<file path="src/rtl/triplet_pkg.sv">
package triplet_pkg;
  localparam int unsigned STATUS_W = 3;
  localparam int unsigned ST_ID    = 0;
  localparam int unsigned ST_CMP   = 1;
  localparam int unsigned ST_DIR   = 2;

  typedef enum logic [2:0] {
    S_IDLE,
    S_RD_ID,
    S_RD_CMP,
    S_WR_DIR,
    S_FIN
  } trip_state_e;
endpackage

</file>
<file path="src/rtl/triplet_decide.sv">
module triplet_decide
  import triplet_pkg::*;
(
  input  logic                id_i,
  input  logic                cmp_i,
  input  logic                pref_i,
  output logic                err_o,
  output logic                dir_o,
  output logic [STATUS_W-1:0] status_o
);
  always_comb begin
    err_o = id_i & cmp_i;
    dir_o = (id_i ^ cmp_i) ? id_i : pref_i;
    status_o = '0;
    status_o[ST_ID]  = id_i;
    status_o[ST_CMP] = cmp_i;
    status_o[ST_DIR] = err_o ? 1'b0 : dir_o;
  end

  always_comb begin
    a_r6_follow_id: assert (!(id_i ^ cmp_i) || (dir_o == id_i));
  end
endmodule

</file>
<file path="src/rtl/triplet_seq.sv">
module triplet_seq
  import triplet_pkg::*;
(
  input  logic                clk_i,
  input  logic                rst_ni,
  input  logic                start_i,
  input  logic                dir_i,
  input  logic                slot_done_i,
  input  logic                slot_rd_i,
  input  logic                dec_err_i,
  input  logic                dec_dir_i,
  input  logic [STATUS_W-1:0] dec_status_i,
  output logic                id_o,
  output logic                pref_o,
  output logic                busy_o,
  output logic                done_o,
  output logic [STATUS_W-1:0] status_o,
  output logic                slot_req_o,
  output logic                slot_wr_o,
  output logic                slot_bit_o
);
  trip_state_e state_q;
  logic        pend_q;
  logic        id_q, cmp_q, pref_q, dir_q;
  logic [STATUS_W-1:0] status_q;
  logic        slot_end;

  // a done pulse only counts once the request pulse has gone out
  assign slot_end = slot_done_i & ~pend_q;

  always_ff @(posedge clk_i or negedge rst_ni) begin
    if (!rst_ni) begin
      state_q  <= S_IDLE;
      pend_q   <= 1'b0;
      id_q     <= 1'b0;
      cmp_q    <= 1'b0;
      pref_q   <= 1'b0;
      dir_q    <= 1'b0;
      status_q <= '0;
    end else begin
      pend_q <= 1'b0;
      unique case (state_q)
        S_IDLE: if (start_i) begin
          pref_q  <= dir_i;
          pend_q  <= 1'b1;
          state_q <= S_RD_ID;
        end
        S_RD_ID: if (slot_end) begin
          id_q    <= slot_rd_i;
          pend_q  <= 1'b1;
          state_q <= S_RD_CMP;
        end
        S_RD_CMP: if (slot_end) begin
          cmp_q    <= slot_rd_i;
          dir_q    <= dec_dir_i;
          status_q <= dec_status_i;
          if (dec_err_i) begin
            state_q <= S_FIN;
          end else begin
            pend_q  <= 1'b1;
            state_q <= S_WR_DIR;
          end
        end
        S_WR_DIR: if (slot_end) state_q <= S_FIN;
        S_FIN:    state_q <= S_IDLE;
        default:  state_q <= S_IDLE;
      endcase
    end
  end

  assign id_o       = id_q;
  assign pref_o     = pref_q;
  assign busy_o     = (state_q != S_IDLE);
  assign done_o     = (state_q == S_FIN);
  assign status_o   = status_q;
  assign slot_req_o = pend_q;
  assign slot_wr_o  = (state_q == S_WR_DIR);
  assign slot_bit_o = (state_q == S_WR_DIR) & dir_q;

  a_r2_first_slot_read: assert property (@(posedge clk_i) disable iff (!rst_ni)
    (!busy_o && start_i) |=> (slot_req_o && !slot_wr_o));
  a_r3_req_single: assert property (@(posedge clk_i) disable iff (!rst_ni)
    slot_req_o |=> !slot_req_o);
  a_r4_no_write_on_err: assert property (@(posedge clk_i) disable iff (!rst_ni)
    (slot_req_o && slot_wr_o) |-> !(id_q && cmp_q));
  a_r7_status_legal: assert property (@(posedge clk_i) disable iff (!rst_ni)
    done_o |-> (status_o != 3'b001 && status_o != 3'b110 && status_o != 3'b111));
  a_r8_done_pulse: assert property (@(posedge clk_i) disable iff (!rst_ni)
    done_o |=> (!done_o && !busy_o));
  a_r9_busy_holds: assert property (@(posedge clk_i) disable iff (!rst_ni)
    (busy_o && !done_o) |=> busy_o);
endmodule

</file>
<file path="src/rtl/triplet_search_step.sv">
module triplet_search_step
  import triplet_pkg::*;
(
  input  logic                clk_i,
  input  logic                rst_ni,
  input  logic                start_i,
  input  logic                dir_i,
  output logic                busy_o,
  output logic                done_o,
  output logic [STATUS_W-1:0] status_o,
  output logic                slot_req_o,
  output logic                slot_wr_o,
  output logic                slot_bit_o,
  input  logic                slot_done_i,
  input  logic                slot_rd_i
);
  logic                id_w, pref_w, err_w, dir_w;
  logic [STATUS_W-1:0] dec_status_w;

  triplet_decide u_decide (
    .id_i     (id_w),
    .cmp_i    (slot_rd_i),
    .pref_i   (pref_w),
    .err_o    (err_w),
    .dir_o    (dir_w),
    .status_o (dec_status_w)
  );

  triplet_seq u_seq (
    .clk_i        (clk_i),
    .rst_ni       (rst_ni),
    .start_i      (start_i),
    .dir_i        (dir_i),
    .slot_done_i  (slot_done_i),
    .slot_rd_i    (slot_rd_i),
    .dec_err_i    (err_w),
    .dec_dir_i    (dir_w),
    .dec_status_i (dec_status_w),
    .id_o         (id_w),
    .pref_o       (pref_w),
    .busy_o       (busy_o),
    .done_o       (done_o),
    .status_o     (status_o),
    .slot_req_o   (slot_req_o),
    .slot_wr_o    (slot_wr_o),
    .slot_bit_o   (slot_bit_o)
  );
endmodule

</file>
<file path="config.mk">
export PLATFORM = sky130hd
export DESIGN_NAME = triplet_search_step
export DESIGN_NICKNAME = d
export VERILOG_FILES = /design/src/rtl/triplet_pkg.sv /design/src/rtl/triplet_decide.sv /design/src/rtl/triplet_seq.sv /design/src/rtl/triplet_search_step.sv
export SDC_FILE = /design/constraint.sdc
export NUM_CORES = 1
export LEC_CHECK = 0
export BUFFER_PORTS_ARGS = -buffer_cell sky130_fd_sc_hd__buf_4
export CORE_AREA = 2 2 39 41
export CTS_BUF_LIST = sky130_fd_sc_hd__clkbuf_2
export DETAILED_ROUTE_END_ITERATION = 8
export DIE_AREA = 0 0 41 43
export SLEW_MARGIN = 0
export SYNTH_ARGS = -nofsm -noshare
export SYNTH_HDL_FRONTEND = slang
export SYNTH_SLANG_ARGS = --single-unit
</file>
<file path="constraint.sdc">
create_clock -name clk_i -period 1.9 [get_ports clk_i]
set_input_delay 0.095 -clock clk_i [delete_from_list [all_inputs] [get_ports clk_i]]
set_output_delay 0.095 -clock clk_i [all_outputs]
set_load 0.05 [all_outputs]
</file>
==> out/metrics.yaml <==
sta:
  setup_violations: 0
  rsz0062_at_grt: "no"
  hold_ws_ns: 0.0655
  fmax_mhz: 668
  post-route-min-period_ns: 1.50
  worst_pin_slew_ns: 0.324
  tns_ns: 0
  slew_viol_final: 0
  clock_skew_ns: 0.00192
  fin_crit_sh: 0.787
  slew_headroom: 0.784
  finalHoldViolCount: 0
cts:
  clock_path_buffers: 2
  clock-root-buffer: "clkbuf_2"
  clkLatencyLatePin_ns: 0.24
  htreeDepth: 1
  cts_tree: "yes"
  path_clk_slew_ns: 0.09
  numCtsBuffers: 3
  clock-sinks: 10
placement:
  io_buffers: 13
  gp_congestion: 0.716
  dpl.hpwl_um: 660
worst_setup_path:
  r2r_slack_ns: 0.45
  r2r-end: "u_seq.pref_o$_DFFE_PN0P_"
  cp_cell_sequence: "or3_2 -> buf_4"
  arrival_ns: 1.40
  critPathKind: "flop to output port"
  rr_worst_depth: 3
  end_kind: "output port"
  cp_max_fo: 8
  required_ns: 1.80
  rr_startpoint: "u_seq.state_q[0]$_DFFE_PN0P_"
  path_buf_inv: 1
  max_stage_delay_ns: 0.49
  cp_slowest_cell: "or3_2"
  cp_top_family: "simple AND/OR/NAND/NOR gates"
  startpoint_type: "flop"
routing:
  wire_per_inst_um: 11.6
  detail-route-antenna-nets: 0
  drcViolationCount: 0
  via_count: 371
  drt-initial-drc-count: 1
  vias_per_cell: 4.88
  firstDrtPassIters: 2
  wirelength_um: 881
global_routing:
  grt_pass1_vias: 339
  grt_util_met1: 0.189
  grt_pass1_wl_um: 1470
  grt_use_total: 0.133
  grt_use_met2: 0.156
  gr-total-overflow: 0
  antenna_found_initial: 0
  busiest_layer: "met1"
  grt_max_degree: 11
  met3_usage: 0.0471
logic_synthesis:
  synth.avg_cell_area_um2: 11.9
  synth-seq-cells: 10
  netlist_area_um2: 524
  ys_types: 27
  ys_seq_area_frac: 0.477
  synth_warnings: 0
  synth_nets: 51
  synth_cells: 44
worst_hold_path:
  hold_depth: 2
  hold_path.class: "input port to flop"
  hold_path_end: "u_seq.pref_o$_DFFE_PN0P_"
  hp-start: "dir_i"
die:
  die_h_um: 43
  start_util: 0.379
  rows: 14
  die_x_um: 41
  core_mm2: 0.00138
  ios: 14
  die-area_mm2: 0.00176
cells_and_area:
  synthToLayoutAreaGrowth_pct: 25.5
  n_fill_cell: 134
  nets: 69
  regArea_um2: 250
  multi_input_area_um2: 254
  antenna_cells: 0
  final_layout_size_suffix_gt1_frac: 0.467
pwr:
  p_per_area_mw_per_mm2: 1820
  ir_drop_mv: 0.908
  p_leak_nw: 0.304
job:
  maxCapViolations: 0
run_status:
  status: "finished clean"
## worst register-to-register path, delay by kind of cell (launching register included)
kind,cells,cell delay [ns]
flip-flops,1,0.50
multiplexers,1,0.31
AND/OR/NAND/NOR,2,0.53
## report_power, final
group          leakage (nW)  internal (mW)  switching [mW]
sequential            0.123          0.312           0.105
clock                0.0125         0.0431          0.0668
combinational         0.169          0.268           0.406
## cell usage after synthesis, drive strengths merged
cell	n	area, µm²
or3	1	7.51
nand4bb	1	16.3
nor2	4	17.5
buf	1	11.3
mux2	6	67.6
and2b	1	8.76
nand2	1	3.75
a21oi	1	5.00
nor3b	1	7.51
ha	1	12.5
nor2b	1	6.26
a31oi	1	6.26
and2	1	6.26
o21ai	1	5.00
dfrtp	10	250
nand3	1	5.00
nor3	2	21.3
inv	3	11.3
or3b	1	8.76
mux2i	1	10.0
a311oi	1	8.76
a211oi	1	7.51
nand2b	2	20.0
## placed cells by master, fill, tap and decap left out, types with 2 or more instances in the layout
cell type  synthesis  layout
mux2_2             5       5
clkbuf_2           0       3
inv_1              3       3
nor2_2             1       2
nor2_1             3       2
buf_4              0      13
dfrtp_1           10      10
## state kept, by name, indices dropped and copies added, names as in the netlist
signal / cells
u_seq.slot_req_o: 1
u_seq.pref_o: 1
u_seq.dir_q: 1
u_seq.status_o: 3
u_seq.state_q: 3
u_seq.id_o: 1
## worst max path at each step
| stage | cells past startpoint | slack (ns) | from | endpoint |
|---|---|---|---|---|
| 4_1_cts | 2 | 0.38 | u_seq.state_q[2]$_DFFE_PN0P_ | busy_o |
| 2_1_floorplan | 1 | 0.16 | u_seq.state_q[1]$_DFFE_PN0P_ | done_o |
| 6_report | 2 | 0.40 | u_seq.state_q[2]$_DFFE_PN0P_ | busy_o |
| 3_3_place_gp | 3 | 0.47 | u_seq.state_q[0]$_DFFE_PN0P_ | u_seq.pref_o$_DFFE_PN0P_ |
| 3_5_place_dp | 3 | 0.46 | u_seq.state_q[0]$_DFFE_PN0P_ | u_seq.pref_o$_DFFE_PN0P_ |
| 5_1_grt | 2 | 0.32 | u_seq.state_q[2]$_DFFE_PN0P_ | busy_o |
## area by class of cell
type | count | share of cell area
multi-input combinational | 30 | 0.386
sequential | 10 | 0.380
timing repair buffer | 14 | 0.163
tap | 16 | 0.0304
clock buffer | 3 | 0.0228
inverter | 3 | 0.0171
## what timing repair did
item,4_1_cts,5_1_grt
hold buffers,1,0
setup buffers,0,0
resized for setup,0,0
hold endpoints to repair,10,0
## per-layer routing
layer / routed length, µm / part of all wire
met1: 421 / 0.48
met2: 412 / 0.47
met4: 8 / 0.0091
met5: 0 / 0
met3: 39 / 0.044
## logic make-up (layout without fill, tap and decap cells)
kind of cell / after synthesis / after routing / synth area share
mux: 7 / 7 / 0.148
simple gates: 17 / 17 / 0.246
buf+inv: 4 / 20 / 0.0430
compound gates: 5 / 5 / 0.0621
flops: 10 / 10 / 0.477
fa+ha+maj: 1 / 1 / 0.0239
## through the flow
step	worst slack (ns)	instances	area, µm²	utilization	power [mW]
detailed placement	0.458	72	633	0.458	1.10
floorplan	0.163	44	527	-	0.946
finish	0.404	76	658	0.476	1.20
CTS	0.379	76	658	0.476	1.22
global placement	0.470	72	633	0.458	1.10
global route	0.315	76	658	0.476	1.29
Power figures use the tool's default switching activity.
